[config.mk]
export PLATFORM = sky130hd
export DESIGN_NAME = wp_cmd_seq
export DESIGN_NICKNAME = d
export VERILOG_FILES = /design/src/rtl/wp_cmd_pkg.sv /design/src/rtl/wp_cmd_match.sv /design/src/rtl/wp_prot_reg.sv /design/src/rtl/wp_id_mux.sv /design/src/rtl/wp_cmd_seq.sv
export SDC_FILE = /design/constraint.sdc
export NUM_CORES = 1
export LEC_CHECK = 0
export ABC_CLOCK_PERIOD_IN_PS = 2750
export CAP_MARGIN = 15
export CORE_MARGIN = 4
export CORE_UTILIZATION = 39
export DETAILED_ROUTE_END_ITERATION = 6
export GPL_TIMING_DRIVEN = 0
export HOLD_SLACK_MARGIN = 0.1
export PLACE_DENSITY = 0.95
export SYNTH_ARGS = -nofsm -noshare
export SYNTH_HDL_FRONTEND = slang
export SYNTH_SLANG_ARGS = --single-unit
[constraint.sdc]
create_clock -name clk -period 2.75 [get_ports clk]
set_input_delay 0.4125 -clock clk [delete_from_list [all_inputs] [get_ports clk]]
set_output_delay 0.4125 -clock clk [all_outputs]
set_load 0.1 [all_outputs]
[src/rtl/wp_cmd_pkg.sv]
// Package: shared types for the write-protect command sequencer.
// Assumes a byte-wide data path and single-cycle write strobes.
package wp_cmd_pkg;

    // Progress through a command byte sequence
    typedef enum logic [2:0] {
        SQ_IDLE,   // nothing matched
        SQ_P1,     // lead byte seen
        SQ_P2,     // lead and second byte seen
        SQ_D3,     // extended prefix byte seen (disable path)
        SQ_D4,     // extended lead byte seen
        SQ_D5      // extended second byte seen
    } seq_t;

    // One-cycle pulses when a sequence completes
    typedef struct packed {
        logic arm;     // unlock / enable sequence
        logic unprot;  // disable sequence
        logic id_in;   // identification entry
        logic id_out;  // identification exit
    } cmd_hits_t;

endpackage

[src/rtl/wp_cmd_match.sv]
// Module: command byte sequence matcher.
// Follows write strobes through the three-byte and six-byte command
// sequences. Reports completed commands as one-cycle pulses and marks
// each write as either consumed by a sequence or an ordinary data load.
// Assumes wr_stb is high for exactly one cycle per host write.
module wp_cmd_match
    import wp_cmd_pkg::*;
#(
    parameter int          CAW      = 15,
    parameter int          DW       = 8,
    parameter logic [14:0] ADDR_A   = 15'h5555,
    parameter logic [14:0] ADDR_B   = 15'h2AAA,
    parameter logic [7:0]  D_LEAD   = 8'hAA,
    parameter logic [7:0]  D_SECOND = 8'h55,
    parameter logic [7:0]  D_ARM    = 8'hA0,
    parameter logic [7:0]  D_EXT    = 8'h80,
    parameter logic [7:0]  D_UNPROT = 8'h20,
    parameter logic [7:0]  D_IDIN   = 8'h90,
    parameter logic [7:0]  D_IDOUT  = 8'hF0
) (
    input  logic           clk,
    input  logic           rst_n,
    input  logic           wr_stb,
    input  logic [CAW-1:0] wr_addr,
    input  logic [DW-1:0]  wr_data,
    output logic           byte_load,
    output cmd_hits_t      hits
);

    localparam logic [CAW-1:0] A_MATCH = ADDR_A[CAW-1:0];
    localparam logic [CAW-1:0] B_MATCH = ADDR_B[CAW-1:0];

    seq_t seq_q, seq_d;
    logic consumed;
    logic at_a, at_b;

    // Decode which command address the current write targets
    always_comb begin
        at_a = (wr_addr == A_MATCH);
        at_b = (wr_addr == B_MATCH);
    end

    // Next sequence step, command pulses and consume decision
    always_comb begin
        seq_d    = seq_q;
        consumed = 1'b0;
        hits     = '0;
        if (wr_stb) begin
            seq_d = SQ_IDLE;
            case (seq_q)
                SQ_IDLE: if (at_a && wr_data == D_LEAD) begin
                    seq_d = SQ_P1; consumed = 1'b1;
                end
                SQ_P1: if (at_b && wr_data == D_SECOND) begin
                    seq_d = SQ_P2; consumed = 1'b1;
                end
                SQ_P2: if (at_a) begin
                    if (wr_data == D_ARM) begin
                        hits.arm = 1'b1; consumed = 1'b1;
                    end else if (wr_data == D_IDIN) begin
                        hits.id_in = 1'b1; consumed = 1'b1;
                    end else if (wr_data == D_IDOUT) begin
                        hits.id_out = 1'b1; consumed = 1'b1;
                    end else if (wr_data == D_EXT) begin
                        seq_d = SQ_D3; consumed = 1'b1;
                    end
                end
                SQ_D3: if (at_a && wr_data == D_LEAD) begin
                    seq_d = SQ_D4; consumed = 1'b1;
                end
                SQ_D4: if (at_b && wr_data == D_SECOND) begin
                    seq_d = SQ_D5; consumed = 1'b1;
                end
                SQ_D5: if (at_a && wr_data == D_UNPROT) begin
                    hits.unprot = 1'b1; consumed = 1'b1;
                end
                default: seq_d = SQ_IDLE;
            endcase
        end
    end

    // Ordinary data byte: a write the matcher did not take
    always_comb byte_load = wr_stb && !consumed;

    // Sequence progress register
    always_ff @(posedge clk) begin
        if (!rst_n) seq_q <= SQ_IDLE;
        else        seq_q <= seq_d;
    end

endmodule

[src/rtl/wp_prot_reg.sv]
// Module: persistent protection flag with pending changes.
// Holds the protection flag, which only the factory clear resets. Holds
// the per-cycle unlock and the pending enable/disable, which the normal
// reset clears. Flag changes are applied at the end of a program cycle.
// Assumes cyc_end is a one-cycle pulse from the program controller.
module wp_prot_reg
    import wp_cmd_pkg::*;
(
    input  logic      clk,
    input  logic      rst_n,
    input  logic      factory_n,
    input  cmd_hits_t hits,
    input  logic      cyc_end,
    output logic      prot_on,
    output logic      write_ok
);

    logic armed_q, pend_en_q, pend_dis_q;

    // Unlock and pending flag changes for the current program cycle
    always_ff @(posedge clk) begin
        if (!rst_n || cyc_end) begin
            armed_q    <= 1'b0;
            pend_en_q  <= 1'b0;
            pend_dis_q <= 1'b0;
        end else if (hits.arm) begin
            armed_q    <= 1'b1;
            pend_en_q  <= !prot_on;
            pend_dis_q <= 1'b0;
        end else if (hits.unprot) begin
            armed_q    <= 1'b1;
            pend_en_q  <= 1'b0;
            pend_dis_q <= 1'b1;
        end
    end

    // Persistent protection flag, untouched by the normal reset
    always_ff @(posedge clk) begin
        if (!factory_n)             prot_on <= 1'b0;
        else if (cyc_end) begin
            if (pend_en_q)          prot_on <= 1'b1;
            else if (pend_dis_q)    prot_on <= 1'b0;
        end
    end

    // Array update allowed when unprotected or unlocked for this cycle
    always_comb write_ok = !prot_on || armed_q;

endmodule

[src/rtl/wp_id_mux.sv]
// Module: identification mode flag and read redirection.
// Enters and leaves identification mode on the matcher's pulses. While
// in the mode, replaces array read data with fixed codes chosen by the
// lowest read address bit. The normal reset leaves the mode.
module wp_id_mux
    import wp_cmd_pkg::*;
#(
    parameter int          DW  = 8,
    parameter logic [7:0]  MFR = 8'h1F,
    parameter logic [7:0]  DEV = 8'hDA
) (
    input  logic          clk,
    input  logic          rst_n,
    input  cmd_hits_t     hits,
    input  logic          rd_a0,
    input  logic [DW-1:0] arr_data,
    output logic          id_mode,
    output logic [DW-1:0] rd_data
);

    // Identification mode flag
    always_ff @(posedge clk) begin
        if (!rst_n)            id_mode <= 1'b0;
        else if (hits.id_in)   id_mode <= 1'b1;
        else if (hits.id_out)  id_mode <= 1'b0;
    end

    // Read data selection
    always_comb begin
        if (id_mode) rd_data = rd_a0 ? DEV[DW-1:0] : MFR[DW-1:0];
        else         rd_data = arr_data;
    end

endmodule

[src/rtl/wp_cmd_seq.sv]
// Module: write-protect command sequencer (top).
// Connects the sequence matcher, the protection register and the
// identification read mux. Assumes writes arrive as single-cycle strobes
// and cyc_end marks the end of each program cycle.
module wp_cmd_seq
    import wp_cmd_pkg::*;
#(
    parameter int          CAW       = 15,
    parameter int          DW        = 8,
    parameter logic [14:0] ADDR_A    = 15'h5555,
    parameter logic [14:0] ADDR_B    = 15'h2AAA,
    parameter logic [7:0]  MFR_CODE  = 8'h1F,
    parameter logic [7:0]  DEV_CODE  = 8'hDA
) (
    input  logic           clk,
    input  logic           rst_n,
    input  logic           factory_n,
    input  logic           wr_stb,
    input  logic [CAW-1:0] wr_addr,
    input  logic [DW-1:0]  wr_data,
    input  logic           cyc_end,
    input  logic           rd_a0,
    input  logic [DW-1:0]  arr_data,
    output logic           byte_load,
    output logic           write_ok,
    output logic           prot_on,
    output logic           id_mode,
    output logic [DW-1:0]  rd_data
);

    cmd_hits_t hits;

    wp_cmd_match #(
        .CAW(CAW), .DW(DW), .ADDR_A(ADDR_A), .ADDR_B(ADDR_B)
    ) u_match (
        .clk(clk), .rst_n(rst_n), .wr_stb(wr_stb), .wr_addr(wr_addr),
        .wr_data(wr_data), .byte_load(byte_load), .hits(hits)
    );

    wp_prot_reg u_prot (
        .clk(clk), .rst_n(rst_n), .factory_n(factory_n), .hits(hits),
        .cyc_end(cyc_end), .prot_on(prot_on), .write_ok(write_ok)
    );

    wp_id_mux #(
        .DW(DW), .MFR(MFR_CODE), .DEV(DEV_CODE)
    ) u_id (
        .clk(clk), .rst_n(rst_n), .hits(hits), .rd_a0(rd_a0),
        .arr_data(arr_data), .id_mode(id_mode), .rd_data(rd_data)
    );

endmodule

==> reports/qor.csv <==
stage,metric,value,unit
synth,synthesis-stage register bit count,8,
pwr,share of total power in sequential cells,0.317,
place,RePlAce Congestion,0.826,
drt,remaining routing DRC violations,0,
floorplanning,DIE HEIGHT,52.6,um
drt,initial DRC count,31,
cells_and_area,Layout Cells excl Fill,176,
worst_setup_path,required time of the worst setup path,2.34,ns
cells_and_area,most used cells in the layout excluding fill and tap cells,"41 x sky130_fd_sc_hd__clkdlybuf4s50_1, 8 x sky130_fd_sc_hd__nand2_1, 8 x sky130_fd_sc_hd__dfxtp_1",
floorplanning,placeable core area,0.00180,mm2
sta,final sum of negative setup slack,0,ns
cts,Max Buffers Root-to-Sink,2,
hold_path,path category of the worst min-delay check,register to register,
synth,Post-synth top flop,sky130_fd_sc_hd__dfxtp_1,
worst_setup_path,maximum fanout count along the critical path,3,
worst_setup_path,data arrival time of the critical path,2.28,ns
cts,Clock Root Buffer,sky130_fd_sc_hd__clkbuf_4,
sta,Pins Over Slew Limit,0,
worst_setup_path,Register-to-Register Path Depth,6,
cells_and_area,post-layout net count,190,
pwr,combinational power share,0.421,
global_routing,largest net degree at the start of global routing,11,
cells_and_area,register area,160,um2
synth,sequential element share of the synthesized area,0.206,
cells_and_area,Inserted Diodes,0,
drt,Vias/cell,5.46,
pwr,Cell Int Power,235,uW
pwr,leakage power total,0.000551,uW
global_routing,aggregate global-route resource usage,0.186,
cts,clk slew on worst S/H paths,0.06,ns
floorplanning,number of rows created at floorplan,15,
sta,worst-case headroom to the max-slew limit,0.343,
pwr,Clock Power Share,0.262,
synth,Yosys warning total,0,
synth,"EDFF count, synth",0,
cells_and_area,count of filler cells inserted in the layout,140,
flow_run,Max Cap Violations,0,
sta,clock period minus final worst setup slack,2.69,ns
sta,maximum frequency from static timing analysis,372,MHz
drt,total number of vias,961,
cells_and_area,multi-input logic area,591,um2
cts,Num CTS Buffers,3,
synth,syn nets,132,
cts,clock latency reported for the late side of the worst-skew pair,0.27,ns
synth,average cell area after synthesis,8.17,um2
worst_setup_path,crit start category,input port,
cells_and_area,share of the core filled with cells in the final layout,0.757,
floorplanning,die width,52.6,um
cts,hold-fix buffers at CTS,0,
place,count of buffers inserted at the top-level ports,47,
floorplanning,number of I/O pins,49,
sta,Hold Slack,0.482,ns
global_routing,first-pass GRT wire length,3890,um
run_status,result of the run,"finished, final reports clean",
worst_setup_path,critical path endpoint category,output pin,
global_routing,antenna violations before repair,0,
synth,post-synthesis cell area,776,um2
global_routing,vias in the first global route,895,
synth,share of flip-flops with an asynchronous set or reset,0,
drt,Final Routed Wirelength,2660,um
synth,number of distinct library cell variants in the gate-level netlist after synthesis,42,
sta,fraction of the cycle the final worst path needs,0.977,
cells_and_area,fraction of final layout cells with drive strength greater than 1,0.172,
pwr,peak supply drop,0.000247,V
drt,post-route antenna net violation count,0,
floorplanning,starting density of the core,0.431,
cells_and_area,Area growth syn-to-layout,75.8,%
global_routing,remaining global-route overflow,0,
sta,number of failing hold endpoints at the final stage,0,
hold_path,Hold Path Depth,1,
cts,clock sink count,8,
worst_setup_path,WS Path Type,input port to output pin,
pwr,switching fraction of total power,0.356,
synth,number of standard cells after synthesis,95,
sta,number of setup violations in the final report,0,
pwr,power dissipated by switching net loads,130,uW
floorplanning,Total Die Area,0.00277,mm2
cells_and_area,most frequent standard cell in the layout excluding fill and tap cells,sky130_fd_sc_hd__clkdlybuf4s50_1,
drt,number of iterations in the first detailed-routing pass,4,
place,total half-perimeter wirelength after legalization and detailed placement,2030,um
cts,clock tree from TritonCTS,yes,
place,cell count after placement,167,
sta,actual slew at the worst max-slew pin,0.983,ns
drt,detail-routed net length per standard cell,15.1,um
pwr,power density over the cells,268,mW/mm2
sta,Fin Clk Skew,0.00778,ns
cts,deepest level of the CTS H-tree,1,
-- metal layers --
layer	up-vias	part of all wire	global-route usage
met3	7	0.047	0.0313
li1	469	-	-
met2	44	0.52	0.322
met4	0	0.020	0.0809
met1	441	0.41	0.222
met5	-	0	0
-- power by group through the flow --
stage               logic, uW  registers, uW  clock network, uW
floorplan                77.5            118                  0
global placement          151            118                  0
detailed placement        153            118                  0
CTS                       153            116               99.7
global route              160            116                103
finish                    154            116               95.8
-- metrics by stage --
stage / area (um2) / power (uW) / setup WS [ns]
finish: 1360 / 365 / 0.0620
global route: 1360 / 379 / -0.0314
CTS: 1300 / 368 / 0.0148
detailed placement: 1280 / 272 / -0.676
global placement: 1280 / 270 / -0.651
floorplan: 776 / 196 / -0.741
-- synthesized netlist by cell type, types with 2 or more instances --
master / n / area (um2)
sky130_fd_sc_hd__and4b_1: 3 / 30.0
sky130_fd_sc_hd__nand2b_1: 4 / 25.0
sky130_fd_sc_hd__nand2_1: 8 / 30.0
sky130_fd_sc_hd__nor2b_1: 5 / 31.3
sky130_fd_sc_hd__nor3_1: 3 / 15.0
sky130_fd_sc_hd__nand3_1: 3 / 15.0
sky130_fd_sc_hd__nor4_1: 4 / 25.0
sky130_fd_sc_hd__nor2_1: 5 / 18.8
sky130_fd_sc_hd__nor4_4: 2 / 42.5
sky130_fd_sc_hd__or2_2: 3 / 18.8
sky130_fd_sc_hd__dfxtp_1: 8 / 160
sky130_fd_sc_hd__nor4bb_1: 2 / 20.0
sky130_fd_sc_hd__buf_2: 2 / 10.0
sky130_fd_sc_hd__nor3b_1: 2 / 15.0
sky130_fd_sc_hd__o21ai_0: 7 / 35.0
sky130_fd_sc_hd__nand4_1: 2 / 12.5
sky130_fd_sc_hd__a21oi_1: 2 / 10.0
sky130_fd_sc_hd__inv_1: 5 / 18.8
sky130_fd_sc_hd__o21ai_1: 2 / 10.0
-- layout make-up --
type,count,area share
Multi-Input combinational cell,78,0.433
Timing Repair Buffer,53,0.383
Sequential cell,8,0.117
Tap cell,25,0.0229
Clock buffer,3,0.0165
Buffer,4,0.0138
Inverter,5,0.0138
-- sequential cells by signal, indices dropped and copies added (netlist names) --
signal / flops
u_match.seq_q: 3
u_prot.prot_on: 1
u_prot.pend_dis_q: 1
u_id.id_mode: 1
u_prot.armed_q: 1
u_prot.pend_en_q: 1
-- worst paths after layout --
path	from	end	slack, ns
max	wr_data[1]	byte_load	0.06
min	u_prot.armed_q	u_prot.armed_q	0.48
max reg2reg	u_match.seq_q[1]	u_prot.pend_en_q	1.09
min reg2reg	u_prot.armed_q	u_prot.armed_q	0.48
-- kinds of logic after synthesis --
kind of cell / synth area share
AND/OR/NAND/NOR: 0.560
AO/OA/AOI/OAI: 0.174
buffers and inverters: 0.0484
XOR/XNOR: 0.0113
flip-flops: 0.206
-- repair_timing --
item / CTS / global route
buffers inserted: 0 / 6
resized for setup: 8 / 5
setup endpoints to repair: 2 / 5
pin swaps: 1 / 3
-- critical path, cell delays in order --
cell	delay [ns]
sky130_fd_sc_hd__clkdlybuf4s50_1	0.48
sky130_fd_sc_hd__nor4_1	0.44
sky130_fd_sc_hd__nand2_1	0.15
sky130_fd_sc_hd__nor4_2	0.30
sky130_fd_sc_hd__a21oi_1	0.07
sky130_fd_sc_hd__and3_1	0.19
sky130_fd_sc_hd__buf_4	0.23
No activity file was read; power rests on OpenSTA's default activity.
